<file path="src/rtl/timer_pkg.sv">
package timer_pkg;
  localparam int CNT_W  = 16;
  localparam int BYTE_W = 8;
  localparam int LANES  = CNT_W / BYTE_W;
  localparam int SLOTS  = 2 + LANES;

  typedef struct packed {
    logic             stop;
    logic             run;
    logic [LANES-1:0] lane_we;
    logic             ack;
  } tmr_ctl_t;
endpackage

</file>
<file path="src/rtl/tmr_rst_sync.sv">
module tmr_rst_sync (
  input  logic clk,
  input  logic rst_n_in,
  output logic rst_n_out
);
  logic [1:0] sync_q;

  always_ff @(posedge clk or negedge rst_n_in) begin
    if (!rst_n_in) sync_q <= '0;
    else           sync_q <= {sync_q[0], 1'b1};
  end

  assign rst_n_out = sync_q[1];
endmodule

</file>
<file path="src/rtl/tmr_wr_decode.sv">
module tmr_wr_decode
  import timer_pkg::*;
#(
  parameter int              ADDR_W = 16,
  parameter logic [15:0]     BASE   = 16'hF000
) (
  input  logic              wr_en,
  input  logic [ADDR_W-1:0] wr_addr,
  output tmr_ctl_t          ctl
);
  logic [SLOTS-1:0] hit;

  for (genvar s = 0; s < SLOTS; s++) begin : g_slot
    localparam logic [ADDR_W-1:0] SLOT_ADDR = ADDR_W'(BASE) + ADDR_W'(s);
    assign hit[s] = wr_en && (wr_addr == SLOT_ADDR);
  end

  always_comb begin
    ctl.stop    = hit[0];
    ctl.run     = hit[1];
    ctl.lane_we = hit[2 +: LANES];
    ctl.ack     = |hit;
  end
endmodule

</file>
<file path="src/rtl/tmr_count_core.sv">
module tmr_count_core
  import timer_pkg::*;
#(
  parameter int STEP = 123
) (
  input  logic              clk,
  input  logic              rst_n,
  input  tmr_ctl_t          ctl,
  input  logic [BYTE_W-1:0] wr_data,
  input  logic              line_pulse,
  output logic              fire
);
  localparam logic [CNT_W-1:0] RELOAD = '1;
  localparam logic [CNT_W:0]   STEP_X = (CNT_W+1)'(STEP);

  logic [CNT_W-1:0] cnt_q, cnt_d, cnt_loaded;
  logic             en_q, en_d;
  logic             cnt_ce, en_ce;
  logic             step_ok;
  logic [CNT_W:0]   diff;
  logic             under;

  for (genvar l = 0; l < LANES; l++) begin : g_lane
    assign cnt_loaded[l*BYTE_W +: BYTE_W] =
      ctl.lane_we[l] ? wr_data : cnt_q[l*BYTE_W +: BYTE_W];
  end

  assign step_ok = en_q && line_pulse && !ctl.ack;
  assign diff    = {1'b0, cnt_q} - STEP_X;
  assign under   = diff[CNT_W] || (diff == '0);

  always_comb begin
    cnt_d = cnt_loaded;
    en_d  = en_q;
    fire  = 1'b0;
    if (ctl.stop)     en_d = 1'b0;
    else if (ctl.run) en_d = 1'b1;
    if (step_ok) begin
      if (under) begin
        fire  = 1'b1;
        en_d  = 1'b0;
        cnt_d = RELOAD;
      end else begin
        cnt_d = diff[CNT_W-1:0];
      end
    end
  end

  assign cnt_ce = ctl.ack || step_ok;
  assign en_ce  = ctl.stop || ctl.run || fire;

  always_ff @(posedge clk or negedge rst_n) begin
    if (!rst_n) begin
      cnt_q <= '0;
      en_q  <= 1'b0;
    end else begin
      if (cnt_ce) cnt_q <= cnt_d;
      if (en_ce)  en_q  <= en_d;
    end
  end


  stopped_hold_chk: assert property (@(posedge clk) disable iff (!rst_n)
    (!en_q && !ctl.ack) |=> $stable(cnt_q));


  step_sub_chk: assert property (@(posedge clk) disable iff (!rst_n)
    (en_q && line_pulse && !ctl.ack && cnt_q > CNT_W'(STEP))
      |=> cnt_q == $past(cnt_q) - CNT_W'(STEP));


  fire_reload_chk: assert property (@(posedge clk) disable iff (!rst_n)
    fire |=> (cnt_q == RELOAD) && !en_q);

  for (genvar l = 0; l < LANES; l++) begin : g_lane_chk

    lane_load_chk: assert property (@(posedge clk) disable iff (!rst_n)
      ctl.lane_we[l] |=> cnt_q[l*BYTE_W +: BYTE_W] == $past(wr_data));
  end


  write_wins_chk: assert property (@(posedge clk) disable iff (!rst_n)
    (ctl.ack && line_pulse && !(|ctl.lane_we)) |=> $stable(cnt_q));
endmodule

</file>
<file path="src/rtl/tmr_irq_latch.sv">
module tmr_irq_latch (
  input  logic clk,
  input  logic rst_n,
  input  logic fire,
  input  logic ack,
  output logic irq_q
);
  logic irq_d, irq_ce;

  assign irq_ce = fire || ack;

  always_comb begin
    if (ack) irq_d = 1'b0;
    else     irq_d = 1'b1;
  end

  always_ff @(posedge clk or negedge rst_n) begin
    if (!rst_n)      irq_q <= 1'b0;
    else if (irq_ce) irq_q <= irq_d;
  end


  irq_hold_chk: assert property (@(posedge clk) disable iff (!rst_n)
    (irq_q && !ack) |=> irq_q);


  ack_clear_chk: assert property (@(posedge clk) disable iff (!rst_n)
    ack |=> !irq_q);


  fire_raise_chk: assert property (@(posedge clk) disable iff (!rst_n)
    fire |=> irq_q);
endmodule

</file>
<file path="src/rtl/scanline_irq_timer.sv">
module scanline_irq_timer
  import timer_pkg::*;
#(
  parameter int          STEP = 123,
  parameter logic [15:0] BASE = 16'hF000
) (
  input  logic        clk,
  input  logic        rst_n,
  input  logic        wr_en,
  input  logic [15:0] wr_addr,
  input  logic [7:0]  wr_data,
  input  logic        line_pulse,
  output logic        irq
);
  logic     rst_n_sync;
  tmr_ctl_t ctl;
  logic     fire;

  tmr_rst_sync u_rst (
    .clk       (clk),
    .rst_n_in  (rst_n),
    .rst_n_out (rst_n_sync)
  );

  tmr_wr_decode #(.ADDR_W(16), .BASE(BASE)) u_dec (
    .wr_en   (wr_en),
    .wr_addr (wr_addr),
    .ctl     (ctl)
  );

  tmr_count_core #(.STEP(STEP)) u_core (
    .clk        (clk),
    .rst_n      (rst_n_sync),
    .ctl        (ctl),
    .wr_data    (wr_data),
    .line_pulse (line_pulse),
    .fire       (fire)
  );

  tmr_irq_latch u_irq (
    .clk   (clk),
    .rst_n (rst_n_sync),
    .fire  (fire),
    .ack   (ctl.ack),
    .irq_q (irq)
  );


  foreign_write_chk: assert property (@(posedge clk) disable iff (!rst_n_sync)
    (wr_en && (wr_addr[15:2] != BASE[15:2]) && !line_pulse && !fire) |=> $stable(irq));
endmodule

</file>
<file path="config.mk">
export PLATFORM = sky130hd
export DESIGN_NAME = scanline_irq_timer
export DESIGN_NICKNAME = d
export VERILOG_FILES = /design/src/rtl/timer_pkg.sv /design/src/rtl/tmr_rst_sync.sv /design/src/rtl/tmr_wr_decode.sv /design/src/rtl/tmr_count_core.sv /design/src/rtl/tmr_irq_latch.sv /design/src/rtl/scanline_irq_timer.sv
export SDC_FILE = /design/constraint.sdc
export NUM_CORES = 1
export LEC_CHECK = 0
export ABC_AREA = 1
export BUFFER_PORTS_ARGS = -buffer_cell sky130_fd_sc_hd__buf_2
export CAP_MARGIN = 20
export CORE_MARGIN = 2
export CORE_UTILIZATION = 50
export DETAILED_ROUTE_END_ITERATION = 10
export PLACE_DENSITY = 0.79
export SYNTH_ARGS = -nofsm -noshare
export SYNTH_HDL_FRONTEND = slang
export SYNTH_SLANG_ARGS = --single-unit
</file>
<file path="constraint.sdc">
create_clock -name clk -period 0.8 [get_ports clk]
set_input_delay 0.24 -clock clk [delete_from_list [all_inputs] [get_ports clk]]
set_output_delay 0.24 -clock clk [all_outputs]
set_load 0.1 [all_outputs]
</file>
## Word level (Yosys, flattened, before mapping)

Cells that the tools add are included.

| storage, ports and cells | value |
|---|---|
| input bits | 28 |
| word-level logic and storage cells | 39 |
| output and inout port bits | 1 |
| flip-flop bits (word level) | 20 |

| operators by class | value |
|---|---|
| multiplexer cells | 11 |
| $add $sub $neg | 1 |
| reduce and logical (&&, ||, !) cells | 18 |
| equality and inequality tests | 4 |

Operator list:

| operator | number |
|---|---|
| $eq 16x16->1 const B | 4 |
| $mux 16 | 2 |
| $logic_not 17->1 | 1 |
| $sub 16x7->17 const B | 1 |
| $mux 8 | 2 |
| $mux 1 | 7 |
| $logic_and 1x1->1 | 6 |
| $logic_or 1x1->1 | 5 |
| $reduce_and 2->1 | 2 |
| $reduce_bool 2->1 | 2 |
| $reduce_or 4->1 | 1 |
| $logic_not 1->1 | 1 |

## Longest topological paths before layout

Gate-level depths: netlist of the first run.

| depth | value |
|---|---|
| depth after elaboration | 7 |
| gate-level depth with buffers | 15 |
| mapped depth without buffers | 14 |

## Modules after synthesis

From an unflattened synthesis of the first run, not the netlist that was laid out.

| unflattened totals | value |
|---|---|
| cell total of the unflattened synthesis | 226 |
| area total of the unflattened synthesis | 1502.7 µm² |

Modules (own cells, without submodules):

| module | area each (µm²) | sequential area each (µm²) | instances | cells an instance |
|---|---|---|---|---|
| tmr_count_core | 1301.2 | 425.4 | 1 | 193 |
| tmr_wr_decode | 115.1 | 0.0 | 1 | 27 |
| tmr_rst_sync | 53.8 | 50.0 | 1 | 3 |
| tmr_irq_latch | 32.5 | 25.0 | 1 | 3 |

## Least setup slack after synthesis of the first run

Ideal clock, no wire load.

| timing path | value |
|---|---|
| kind | register to register |
| start | reg u_core.cnt_q[0] |
| end | reg u_core.cnt_q[12] |
| arrival | 1.648 ns |
| buffers on the path | 1 |
| clock period less this slack | 1.713 ns |
| setup time | 0.065 ns |
| slack | -0.913 ns |
| stages on the path, launching flop included | 14 |
| required time | 0.735 ns |
| cell sequence | dfrtp_1 ha_1 inv_1 nand2_1 nand3b_4 nand3_1 nand2_1 nand3_1 nor2_1 nand3_1 nand2_2 nand2_4 buf_6 nand2_1 |

| between the ends | value |
|---|---|
| word-level cells in the longest chain between the ends | 5 |

RTL lines:

| what | RTL line | text |
|---|---|---|
| from (decl) | tmr_count_core.sv:16 | `logic [CNT_W-1:0] cnt_q, cnt_d, cnt_loaded;` |
| from (signal assigned) | tmr_count_core.sv:57 | `if (cnt_ce) cnt_q <= cnt_d;` |
| $sub 16x7->17 (*) | tmr_count_core.sv:29 | `assign diff = {1'b0, cnt_q} - STEP_X;` |
| $logic_not 17->1 | tmr_count_core.sv:30 | `assign under = diff[CNT_W] \|\| (diff == '0);` |
| $logic_or 1x1->1 | tmr_count_core.sv:30 |  |
| $mux 16 (*) | tmr_count_core.sv:39 | `if (under) begin` |
| $mux 16 (*) | tmr_count_core.sv:38 | `if (step_ok) begin` |

Mark *: on every way between the ends. The rest lies on a longest branch, timed or not.
A chain may end at the register's enable or synchronous reset.

## Worst setup path after layout of the first run

| timing path | value |
|---|---|
| start | reg u_core.cnt_q[0] |
| end | reg u_core.en_q |

| between the ends | value |
|---|---|
| word-level cells in the longest chain between the ends | 6 |
| elaborated cells between the ends (all ways) | 8 |
| those cells by class | add/sub (1); mux (4); reduce/logical (3) |

RTL lines:

| what | RTL line | text |
|---|---|---|
| $sub 16x7->17 (*) | tmr_count_core.sv:29 |  |
| $logic_not 17->1 | tmr_count_core.sv:30 |  |
| $logic_or 1x1->1 (*) | tmr_count_core.sv:30 |  |
| $mux 1 | tmr_count_core.sv:39 |  |
| $mux 1 | tmr_count_core.sv:38 |  |
| $logic_or 1x1->1 | tmr_count_core.sv:50 | `assign en_ce = ctl.stop \|\| ctl.run \|\| fire;` |
| to (signal assigned) | tmr_count_core.sv:58 | `if (en_ce) en_q <= en_d;` |
| to (decl) | tmr_count_core.sv:17 | `logic en_q, en_d;` |

Marks and branches as above.

==> results of run 1 <==
-- power by group --
group	internal [mW]	switching [mW]
combinational	0.0996	0.0992
clock	0.194	0.306
sequential	1.02	0.00655
total	1.31	0.412
-- worst paths after layout --
check	startpoint	end	slack [ns]	cells past startpoint
setup / recovery	u_core.cnt_q[0]	u_core.en_q	-1.05	14
hold / removal	u_rst.sync_q[1]	u_irq.irq_q	0.18	1
setup reg to reg	u_core.cnt_q[0]	u_core.en_q	-1.05	14
hold reg to reg	u_rst.sync_q[1]	u_irq.irq_q	0.18	1
max in group asynchronous	u_rst.sync_q[1]	u_core.cnt_q[4]	0.44	1
min in group clk	wr_data[0]	u_core.cnt_q[8]	0.33	5
-- through the flow --
stage,setup TNS (ns),setup slack [ns]
after floorplan,-13.71,-0.8106
after CTS,-17.34,-0.9719
after global placement,-16.17,-0.9823
after global routing,-20.12,-1.114
after detailed placement,-17.18,-1.052
final,-18.67,-1.054
-- timing repair --
action                     in CTS  in global routing
hold endpoints to repair        2                  0
setup buffers                   0                  3
hold buffers                    1                  0
cloned                          2                  0
gates resized for setup         3                 11
pin swaps                       3                  5
setup endpoints to repair      19                 19
-- cells by family (layout without fill, tap and decap cells) --
family          after synthesis  after routing
flops                        20             20
fa+ha+maj                     1              1
compound gates               25             25
simple gates                157            159
buf+inv                      32            115
other cells                   1              1
-- per-layer routing --
layer | track usage | vias to the layer above | share of wire
met5 | 0 | - | 0
met4 | 0.1079 | 0 | 0.031
met3 | 0.03057 | 25 | 0.056
met2 | 0.5463 | 80 | 0.52
met1 | 0.3361 | 862 | 0.39
li1 | - | 930 | -
-- layout make-up --
cell class / instances / area (um^2)
multi-input cells: 186 / 994.7
fillers: 231 / 730.7
repair buffers: 83 / 599.3
flip-flops and latches: 20 / 504.2
inverters: 28 / 106.4
well taps: 33 / 41.29
clock buffers: 4 / 26.28
-- state kept, by name, indices dropped and copies added (netlist names) --
| signal | cells |
|---|---|
| u_core.cnt_q | 16 |
| u_core.en_q | 1 |
| u_rst.sync_q | 2 |
| u_irq.irq_q | 1 |
-- cells in the final DEF, fill, tap and decap left out, types with 2 or more instances in the layout --
cell type / netlist / layout
a21oi_2: 0 / 2
nand3_1: 25 / 23
nor3_1: 4 / 4
clkbuf_4: 0 / 3
o21ai_1: 3 / 3
buf_2: 0 / 27
buf_4: 1 / 51
nand3b_1: 4 / 4
nand2_2: 5 / 5
o21ai_0: 4 / 4
inv_1: 26 / 25
dfrtp_1: 20 / 19
nor2_1: 22 / 18
nand2_1: 84 / 81
nor2_2: 0 / 4
nand3_2: 4 / 5
o22ai_1: 7 / 7
nand2_4: 3 / 6
buf_12: 0 / 3
nor2_4: 2 / 2
inv_2: 1 / 2
nand3b_4: 1 / 2
a21oi_1: 9 / 7
==> results by group, run 1 <==
Synth
  – Fraction of post-synthesis cell area in the top cell type by area: 0.3244
  – Count leader, synth: nand2_1
  – Yosys reg bits: 20
  – Synth Area in Simple Gates: 0.4793
  – Share of synthesized registers carrying an async set or reset: 1.000
  – Ranking of synthesized cells by area: dfrtp_1 (32%), nand2_1 (20%), nand3_1 (8.1%)
  – Average cell area after synthesis: 6.537 um^2
  – Warning count from the yosys run: 0
  – Area of the mapped netlist: 1543 um^2
  – Library cell occupying the most area in the post-synthesis netlist: dfrtp_1
  – Net count after synthesis: roughly 270
  – Main flop type after synthesis: dfrtp_1
  – Number of instances in the synthesized netlist: 236
  – Part of the Yosys area used for sequential elements: 0.3244
  – Largest family of logic cells by synthesized area: simple AND/OR/NAND/NOR gates
  – Post-Synth Adder-Cell Area: 0.008110
  – Parity-gate share of the synthesized area counting xor and xnor cells: 0
  – Number of distinct library cells after synthesis: 27
  – Count of flip-flops with a built-in enable after synthesis: 0
  – Complex-gate fraction of the synthesized area: 0.09002
  – Most frequent cells after synthesis: nand2_1 (84), inv_1 (26), nand3_1 (25)
  – Post-synthesis mux area share: 0

Floorplan
  – Die span in y: 59.55 um
  – Die outline width: 59.55 um
  – Core ar.: 3003 um^2
  – Number of primary I/O pins: 29
  – Number of rows in the core area: 20
  – Starting Density: 0.5138
  – Die ar.: 3546 um^2

Flow run
  – Max-cap check violation count: 0

Critical path
  – Cell-by-cell trace of the critical path: ha_2, inv_2, nand2_4, nand3b_4, nand2_2, nand2_1, nand2_1, inv_1, nand2_1, nor2_1, nand3_1, nand2_4, buf_6, a21oi_2
  – Type of destination of the critical path: register
  – Crit path DAT: just over 2 ns
  – Endpoint required time on the critical path: between 0.9 and 1 ns
  – Family with the most delay on the worst path: simple AND/OR/NAND/NOR gates
  – CP peak stage delay: 0.42 ns
  – CP most frequent cell: nand2_1
  – Maximum fanout along the worst path: 5
  – Max stage delay cell, worst path: dfrtp_1
  – Category of the worst setup path launch point: register
  – Worst setup path class: register to register
  – Buffers & Inverters on Critical Path: 3

Routing
  – Avg WL per Cell: about 13 um
  – Residual DRC: 0
  – Length of the first detailed-routing pass in iterations: 7
  – Via count: 1897
  – Total detailed-routing wirelength: 4.731 mm
  – Starting DRC count in detailed routing: 131
  – DRT antenna net count: 0
  – Post-DR vias/cell: 5.359

Cells and area
  – Area growth from synthesis to final layout: 47.28%
  – Layout cells sized above 1: 0.3676
  – Final layout net count: 351
  – Count of antenna diodes in the layout: 0
  – Design area: 2272 um^2
  – Non-filler cells in the finished layout: 354
  – Post-layout util: 0.7567

Global route
  – Initial antenna violation count: 0
  – Global route total overflow: 0
  – Wire length of the first global-routing pass: approximately 7.8 mm
  – Largest net degree at the start of global routing: 13
  – Vias in the first global route: 1872
  – Global-route total usage across every layer: 0.2910

Placed design
  – Number of buffers added on ports: 28
  – Placed Area: 2130 um^2
  – Detailed Place HPWL: 3.461 mm
  – Last weighted congestion value of the routability-driven placer: 0.8717
  – Post-Place Cells: 344

Timing
  – Maximum clock rate: between 0.5 and 0.6 GHz
  – Worst hold slack after final layout: 0.1775 ns
  – Final setup fails: 19
  – Final setup slack of the worst path: -1.054 ns
  – Clk_skew: 0.006805 ns
  – Final cycle utilization of the critical path: 2.317
  – Number of max-slew violations in the final report: 0
  – Final hold viol count: 0
  – RSZ-0062 raised after global routing: true
  – Clock period minus final worst setup slack: 1.854 ns

Clock tree
  – CTS tree: built
  – Clk_lat worst skew: 0.30 ns
  – Clock slew at reported path FFs: 0.12 ns
  – Number of sinks handled by clock tree synthesis: 20
  – Inserted Clock Buffers: 3
  – Max Buffers Root-to-Sink: 2
  – Clock root cell: clkbuf_4
  – # H-tree levels: 1

Outcome
  – Violated checks: negative setup slack
  – Outcome: finished, violations left

Power
  – Lkg Pwr: ~1.3 nW
  – Overall power consumption: 1.726 mW
  – Worst voltage drop across the vdd grid: 652.6 uV
  – Power density over the cells: 759.8 nW/um^2

Hold path
  – Classification of the worst-slack hold path: register to async pin
Note: power is estimated with default switching activity, not from simulation.
==> run 2: changes to the inputs <==
--- a/config.mk
+++ b/config.mk
@@ -9,9 +9,9 @@
 export BUFFER_PORTS_ARGS = -buffer_cell sky130_fd_sc_hd__buf_2
 export CAP_MARGIN = 20
 export CORE_MARGIN = 2
-export CORE_UTILIZATION = 50
+export CORE_UTILIZATION = 40
 export DETAILED_ROUTE_END_ITERATION = 10
-export PLACE_DENSITY = 0.79
+export PLACE_DENSITY = 0.66
 export SYNTH_ARGS = -nofsm -noshare
 export SYNTH_HDL_FRONTEND = slang
 export SYNTH_SLANG_ARGS = --single-unit
==> run 2 against run 1 <==
The flow still finishes with violations (negative setup slack). Sequential share of layout area down 1.6 points. Largest cell class unchanged. Count of clock-buffer cells in the layout unchanged. Critical path depth shrank 2. Via count shrank 2.0%. First-iteration DRC count down 35%. Wire length grew 2.1%. Design area up 7.9%. Critical path type unchanged.
==> results by group, run 2 (synthesis results as in run 1) <==
Outcome
  – Outcome: finished, violations left
  – Violated checks: negative setup slack

Clock tree
  – # H-tree levels: 1 (unchanged)
  – Clk_lat worst skew: 0.27 ns (-0.03 ns)
  – CTS tree: built
  – Clock slew at reported path FFs: 0.08 ns (-0.04 ns)
  – Max Buffers Root-to-Sink: 2 (unchanged)
  – Clock root cell: clkbuf_8
  – Inserted Clock Buffers: 3 (unchanged)
  – Number of sinks handled by clock tree synthesis: 20 (unchanged)

Floorplan
  – Core ar.: 3689 um^2 (+23%)
  – Die outline width: 66.11 um (+11%)
  – Starting Density: 0.4182 (-0.09550)
  – Die ar.: 4370 um^2 (+23%)
  – Die span in y: 66.11 um (+11%)
  – Number of rows in the core area: 22 (+10%)
  – Number of primary I/O pins: 29 (unchanged)

Timing
  – Final cycle utilization of the critical path: 2.314 (-0.002525)
  – Maximum clock rate: 0.5401 GHz (+0.11%)
  – Clk_skew: 0.001867 ns (-0.004938 ns)
  – RSZ-0062 raised after global routing: true
  – Final hold viol count: 0 (unchanged)
  – Worst hold slack after final layout: 0.2030 ns (+0.02545 ns)
  – Number of max-slew violations in the final report: 0 (unchanged)
  – Clock period minus final worst setup slack: 1.852 ns (-0.002020 ns)
  – Final setup slack of the worst path: -1.052 ns (+0.002020 ns)
  – Final setup fails: 19 (unchanged)

Power
  – Power density over the cells: 834.0 nW/um^2 (+9.8%)
  – Worst voltage drop across the vdd grid: 969.7 uV (+49%)
  – Lkg Pwr: 1.341 nW (+4.6%)

Global route
  – Initial antenna violation count: 0 (unchanged)
  – Largest net degree at the start of global routing: 19 (+6)
  – Global-route total usage across every layer: 0.2374 (-0.05360)
  – Vias in the first global route: 1850 (-1.2%)
  – Wire length of the first global-routing pass: 7.928 mm (+1.8%)
  – Global route total overflow: 0 (unchanged)

Critical path
  – Max stage delay cell, worst path: dfrtp_1
  – Crit path DAT: 2.00 ns (-0.03 ns)
  – Endpoint required time on the critical path: 0.95 ns (-0.02 ns)
  – Type of destination of the critical path: register
  – Category of the worst setup path launch point: register
  – Cell-by-cell trace of the critical path: ha_2, inv_2, nand2_4, nand3b_4, nand3_2, nand2_2, nand3_2, nor2_4, nand3_2, nand2_4, buf_6, a21oi_2
  – Worst setup path class: register to register
  – CP most frequent cell: nand3_2
  – CP peak stage delay: 0.40 ns (-0.02 ns)
  – Maximum fanout along the worst path: 5 (unchanged)

Routing
  – Total detailed-routing wirelength: 4.831 mm (+2.1%)
  – DRT antenna net count: 0 (unchanged)
  – Via count: 1860 (-2.0%)
  – Residual DRC: 0 (unchanged)
  – Post-DR vias/cell: 4.934 (-7.9%)
  – Starting DRC count in detailed routing: 85 (-35%)
  – Avg WL per Cell: 12.81 um (-4.1%)
  – Length of the first detailed-routing pass in iterations: 4 (-3)

Cells and area
  – Area growth from synthesis to final layout: 58.88%
  – Count of antenna diodes in the layout: 0 (unchanged)
  – Design area: 2451 um^2 (+7.9%)
  – Most used cells in the layout excluding fill and tap cells: nand2_1 (73), buf_4 (57), buf_2 (27)
  – Most common cell after layout, fill and taps aside: nand2_1
  – Max FFs per register: 16 (unchanged)
  – Final layout net count: 359 (+2.3%)
  – Register Area: 505.5 um^2 (+0.25%)
  – Fill cells: 328 (+42%)
  – Registers with the most flip-flops: u_core.cnt_q: 16 flops, u_rst.sync_q: 2 flops
  – Largest register by flop count: u_core.cnt_q
  – Layout cells sized above 1: 0.4316 (+0.06401)
  – Area of combinational cells with multiple inputs: 1060 um^2 (+6.5%)

Flow run
  – Max-cap check violation count: 0 (unchanged)

Hold path
  – Classification of the worst-slack hold path: register to async pin

Placed design
  – Last weighted congestion value of the routability-driven placer: 0.9739 (+12%)
  – Detailed Place HPWL: 3.392 mm (-2.0%)
  – Placed Area: 2206 um^2 (+3.6%)
  – Number of buffers added on ports: 28 (unchanged)
-- run 2: cell count changes in the layout (fill, tap and decap cells not counted), moves of 2 or more --
| cell | before | now |
|---|---|---|
| buf_4 | 51 | 57 |
| nand2_2 | 5 | 13 |
| clkbuf_4 | 3 | 0 |
| nand3_1 | 23 | 21 |
| nor2_4 | 2 | 4 |
| nor3_2 | 0 | 2 |
| clkbuf_8 | 0 | 4 |
| nand3_2 | 5 | 8 |
| nand2_1 | 81 | 73 |
| nor3_1 | 4 | 2 |
-- run 2: stage by stage --
step	instances	power (mW)	worst slack (ns)	TNS (ns)	utilization
after floorplan	236	1.117	-0.8106	-13.71	-
after global placement	365	1.245	-1.009	-17.41	0.5980
after detailed placement	365	1.249	-1.028	-17.46	0.5980
after CTS	376	2.049	-0.9831	-17.47	0.6411
after global routing	377	2.107	-1.205	-21.41	0.6645
final	377	2.044	-1.052	-18.48	0.6645
-- run 2: timing repair --
action,4_1_cts,5_1_grt
endpoints found under the setup margin,19,19
gates resized for setup,11,20
endpoints found under the hold margin,2,0
setup buffers,4,0
hold buffers,1,0
gates cloned,2,1
pin swaps,6,17
-- run 2: critical path: cells and delay by family, from the launching register on --
| kind | cells | cell delay, ns |
|---|---|---|
| adders and majority gates | 1 | 0.21 |
| buffers and inverters | 2 | 0.20 |
| AOI/OAI and AO/OA | 1 | 0.04 |
| DFF | 1 | 0.40 |
| and+or+nand+nor | 8 | 0.87 |
-- run 2: layer usage --
layer,vias up,track usage,wire length [um]
met1,860,0.2946,2117
met5,-,0,0
met3,10,0.02215,151
met2,44,0.4275,2472
met4,0,0.07908,90
li1,946,-,-
-- run 2: power breakdown --
part | total [mW] | switching (mW) | internal, mW | leakage [nW]
logic | 0.211 | 0.101 | 0.110 | 1.07
registers | 1.03 | 0.00715 | 1.02 | 0.240
clock network | 0.805 | 0.366 | 0.439 | 0.0288
-- run 2: area by class of cell --
cell class | count | share of cell area
clock buffers | 4 | 0.02246
repair buffers | 90 | 0.2711
multi-input cells | 187 | 0.4324
flip-flops and latches | 20 | 0.2062
well taps | 48 | 0.02450
inverters | 28 | 0.04339
-- run 2: worst paths after layout --
path	slack [ns]	cells past startpoint	startpoint	to
worst max-delay path	-1.05	12	u_core.cnt_q[1]	u_core.en_q
worst min-delay path	0.20	1	u_rst.sync_q[1]	u_core.cnt_q[11]
worst max register to register	-1.05	12	u_core.cnt_q[1]	u_core.en_q
worst min register to register	0.20	1	u_rst.sync_q[1]	u_core.cnt_q[11]
max in group asynchronous	0.43	2	rst_n	u_rst.sync_q[0]
min in group clk	0.31	4	wr_en	u_irq.irq_q
==> run 3: changes to the inputs <==
--- a/config.mk
+++ b/config.mk
@@ -9,9 +9,9 @@
 export BUFFER_PORTS_ARGS = -buffer_cell sky130_fd_sc_hd__buf_2
 export CAP_MARGIN = 20
 export CORE_MARGIN = 2
-export CORE_UTILIZATION = 40
+export CORE_UTILIZATION = 47
 export DETAILED_ROUTE_END_ITERATION = 10
-export PLACE_DENSITY = 0.66
+export PLACE_DENSITY = 0.75
 export SYNTH_ARGS = -nofsm -noshare
 export SYNTH_HDL_FRONTEND = slang
 export SYNTH_SLANG_ARGS = --single-unit
==> run 3 against run 2 <==
The run still ends with negative setup slack left. Via count down 1.9%. Die area down 14%. Setup slack better by 0.053 ns. Clock power down 22%. Non-clock buffer count down 11. Register-to-register slack better by 0.05 ns. Global-route usage up 3.5 points. Sequential power about the same. Power down 9.7%. Combinational power down 9%. Count of clock-buffer cells in the layout unchanged. Critical path type unchanged. Critical endpoint is now u_core.cnt_q[0]. Largest cell class unchanged. Largest power group unchanged.
==> results by group, run 3 (synthesis results as in run 1) <==
Power
  – Part of the power in the clock network: 0.339 (-0.055)
  – Flop pwr share: 0.557 (+0.054)
  – Lkg Pwr: 1.266 nW (-5.6%)
  – Combinational group share of total power: 0.104 (about the same)
  – Cell internal pwr: 1.396 mW (-11%)
  – Sw Pwr: 0.4498 mW (-5.2%)
  – Power density over the cells: 825.6 nW/um^2 (-1.0%)
  – Worst voltage drop across the vdd grid: 615.2 uV (-37%)
  – Switching power as a share of total power: 0.2437 (+0.01158)

Routing
  – Routed length on met1: 1.837 mm (-13%)
  – Highest metal layer used by the detailed router: met4
  – Routed wire length on met3: 229 um (+52%)
  – DRT antenna net count: 0 (unchanged)
  – Sum of met2 wire segment lengths after detailed routing: 2.137 mm (-14%)
  – Post-DR vias/cell: 5.055 (+2.5%)
  – Avg WL per Cell: 12.02 um (-6.2%)
  – Total detailed-routing wirelength: 4.339 mm (-10%)
  – Length of the first detailed-routing pass in iterations: 4 (unchanged)
  – Starting DRC count in detailed routing: 107 (+26%)
  – Residual DRC: 0 (unchanged)
  – Via count: 1825 (-1.9%)

Critical path
  – Cell-by-cell trace of the critical path: ha_2, inv_2, nand2_4, nand3b_4, nand3_2, nand2_2, nand3_1, nor2_1, nand3_1, nand2_4, nand2_8, a21oi_2
  – Worst reg-to-reg setup slack: -1.0 ns (+0.05 ns)
  – Worst R2R Path Depth: 12 (unchanged)
  – Category of the worst setup path launch point: register
  – Worst setup path class: register to register
  – Endpoint required time on the critical path: 1.06 ns (+0.11 ns)
  – Type of destination of the critical path: register
  – Buffers & Inverters on Critical Path: 1 (-1)
  – Maximum fanout along the worst path: 9 (+4)
  – Max stage delay cell, worst path: dfrtp_1
  – CP peak stage delay: 0.42 ns (+0.02 ns)
  – Endpoint of the most critical register-to-register path: u_core.cnt_q[0]
  – Crit path DAT: 2.06 ns (+0.06 ns)
  – Family with the most delay on the worst path: simple AND/OR/NAND/NOR gates
  – Reg-to-reg critical path startpoint: u_core.cnt_q[1]

Floorplan
  – Die span in y: 61.29 um (-7.3%)
  – Number of primary I/O pins: 29 (unchanged)
  – Die outline width: 61.29 um (-7.3%)
  – Core ar.: 3078 um^2 (-17%)
  – Starting Density: 0.5012 (+0.08297)
  – Die ar.: 3756 um^2 (-14%)
  – Number of rows in the core area: 20 (-9.1%)

Timing
  – Final hold viol count: 0 (unchanged)
  – Number of max-slew violations in the final report: 0 (unchanged)
  – Maximum clock rate: 0.5561 GHz (+3.0%)
  – Final cycle utilization of the critical path: 2.248 (-0.06676)
  – RSZ-0062 raised after global routing: true
  – Clock period minus final worst setup slack: 1.798 ns (-0.05341 ns)
  – Clk_skew: 0.002567 ns (+0.0006996 ns)
  – Final setup slack of the worst path: -0.9981 ns (+0.05341 ns)
  – Final setup fails: 19 (unchanged)

Cells and area
  – Non-filler cells in the finished layout: 361 (-4.2%)
  – Max FFs per register: 16 (unchanged)
  – Layout cells sized above 1: 0.3659 (-0.06568)
  – Final layout net count: 347 (-3.3%)
  – Most common cell after layout, fill and taps aside: nand2_1
  – Area growth from synthesis to final layout: 44.93%
  – Fill cells: 253 (-23%)
  – Area of combinational cells with multiple inputs: 989.7 um^2 (-6.6%)
  – Post-layout util: 0.7264 (+0.06190)
  – Count of antenna diodes in the layout: 0 (unchanged)
  – Most used cells in the layout excluding fill and tap cells: nand2_1 (81), buf_4 (49), buf_2 (27)
  – Registers with the most flip-flops: u_core.cnt_q: 16 flops, u_rst.sync_q: 2 flops
  – Largest register by flop count: u_core.cnt_q
  – Register Area: 504.2 um^2 (-0.25%)

Placed design
  – Detailed Place HPWL: 3.233 mm (-4.7%)
  – Last weighted congestion value of the routability-driven placer: 0.8476 (-13%)
  – Post-Place Cells: 352 (-3.6%)
  – Number of buffers added on ports: 28 (unchanged)

Global route
  – Wire length of the first global-routing pass: 7.500 mm (-5.4%)
  – Vias in the first global route: 1808 (-2.3%)
  – Largest net degree at the start of global routing: 14 (-5)
  – Global route total overflow: 0 (unchanged)
  – Initial antenna violation count: 0 (unchanged)
  – Global-route total usage across every layer: 0.2726 (+0.03516)

Clock tree
  – Number of sinks handled by clock tree synthesis: 20 (unchanged)
  – Inserted Clock Buffers: 3 (unchanged)
  – CTS tree: built
  – Clock slew at reported path FFs: 0.12 ns (+0.04 ns)
  – Clk_lat worst skew: 0.32 ns (+0.05 ns)
  – Clock root cell: clkbuf_4
  – # H-tree levels: 1 (unchanged)
  – Max Buffers Root-to-Sink: 2 (unchanged)

Hold path
  – Classification of the worst-slack hold path: register to async pin

Outcome
  – Violated checks: negative setup slack
  – Outcome: finished, violations left

Flow run
  – Max-cap check violation count: 0 (unchanged)
[run 3: per-layer routing]
| metal | vias up | GRT usage |
|---|---|---|
| li1 | 924 | - |
| met4 | 0 | 0.1118 |
| met3 | 16 | 0.03992 |
| met2 | 57 | 0.4833 |
| met1 | 828 | 0.3290 |
| met5 | - | 0 |
[run 3: worst max-delay path by stage]
stage / start / end / slack (ns) / cells after the start
floorplan: u_core.cnt_q[0] / u_core.cnt_q[12] / -0.81 / 15
global placement: wr_addr[3] / u_core.cnt_q[2] / -0.99 / 11
detailed placement: wr_addr[3] / u_core.cnt_q[2] / -1.04 / 11
CTS: u_core.cnt_q[0] / u_core.cnt_q[0] / -1.01 / 14
global route: u_core.cnt_q[1] / u_core.cnt_q[0] / -1.14 / 12
finish: u_core.cnt_q[1] / u_core.cnt_q[0] / -1.0 / 12
[run 3: layout make-up]
type                       instances  area share
multi-input combinational        186      0.4426
timing repair buffer              79      0.2434
sequential                        20      0.2255
inverter                          28     0.04757
tap                               44     0.02462
clock buffer                       4     0.01623
[run 3: worst register-to-register path, delay by kind of cell, from the launching register on]
kind,cells,cell delay [ns]
compound gates,1,0.13
fa+ha+maj,1,0.20
buf+inv,1,0.06
flops,1,0.42
simple gates,9,0.91
[run 3: stage by stage]
| step | worst slack [ns] | total power [mW] | area, um^2 | TNS (ns) | hold slack, ns |
|---|---|---|---|---|---|
| floorplan | -0.8106 | 1.117 | 1570 | -13.71 | -0.05559 |
| global placement | -0.9924 | 1.229 | 2096 | -16.92 | 0.02592 |
| detailed placement | -1.041 | 1.234 | 2096 | -17.40 | 0.02767 |
| CTS | -1.007 | 1.881 | 2207 | -18.20 | 0.1822 |
| global route | -1.140 | 1.942 | 2236 | -20.65 | 0.1935 |
| finish | -0.9981 | 1.846 | 2236 | -17.99 | 0.1765 |
[run 3: power by group through the flow]
stage	clock network [mW]	registers, mW	logic (mW)
6_report	0.626	1.03	0.192
5_1_grt	0.695	1.03	0.218
4_1_cts	0.661	1.03	0.192
3_5_place_dp	0	1.05	0.186
3_3_place_gp	0	1.05	0.182
2_1_floorplan	0	1.06	0.0590
[run 3: timing repair]
item	4_1_cts	5_1_grt
buffers inserted	1	1
hold buffers	1	0
gates resized for setup	8	6
pin swaps	8	6
endpoints found under the hold margin	2	0
endpoints found under the setup margin	19	19
gates cloned	2	0
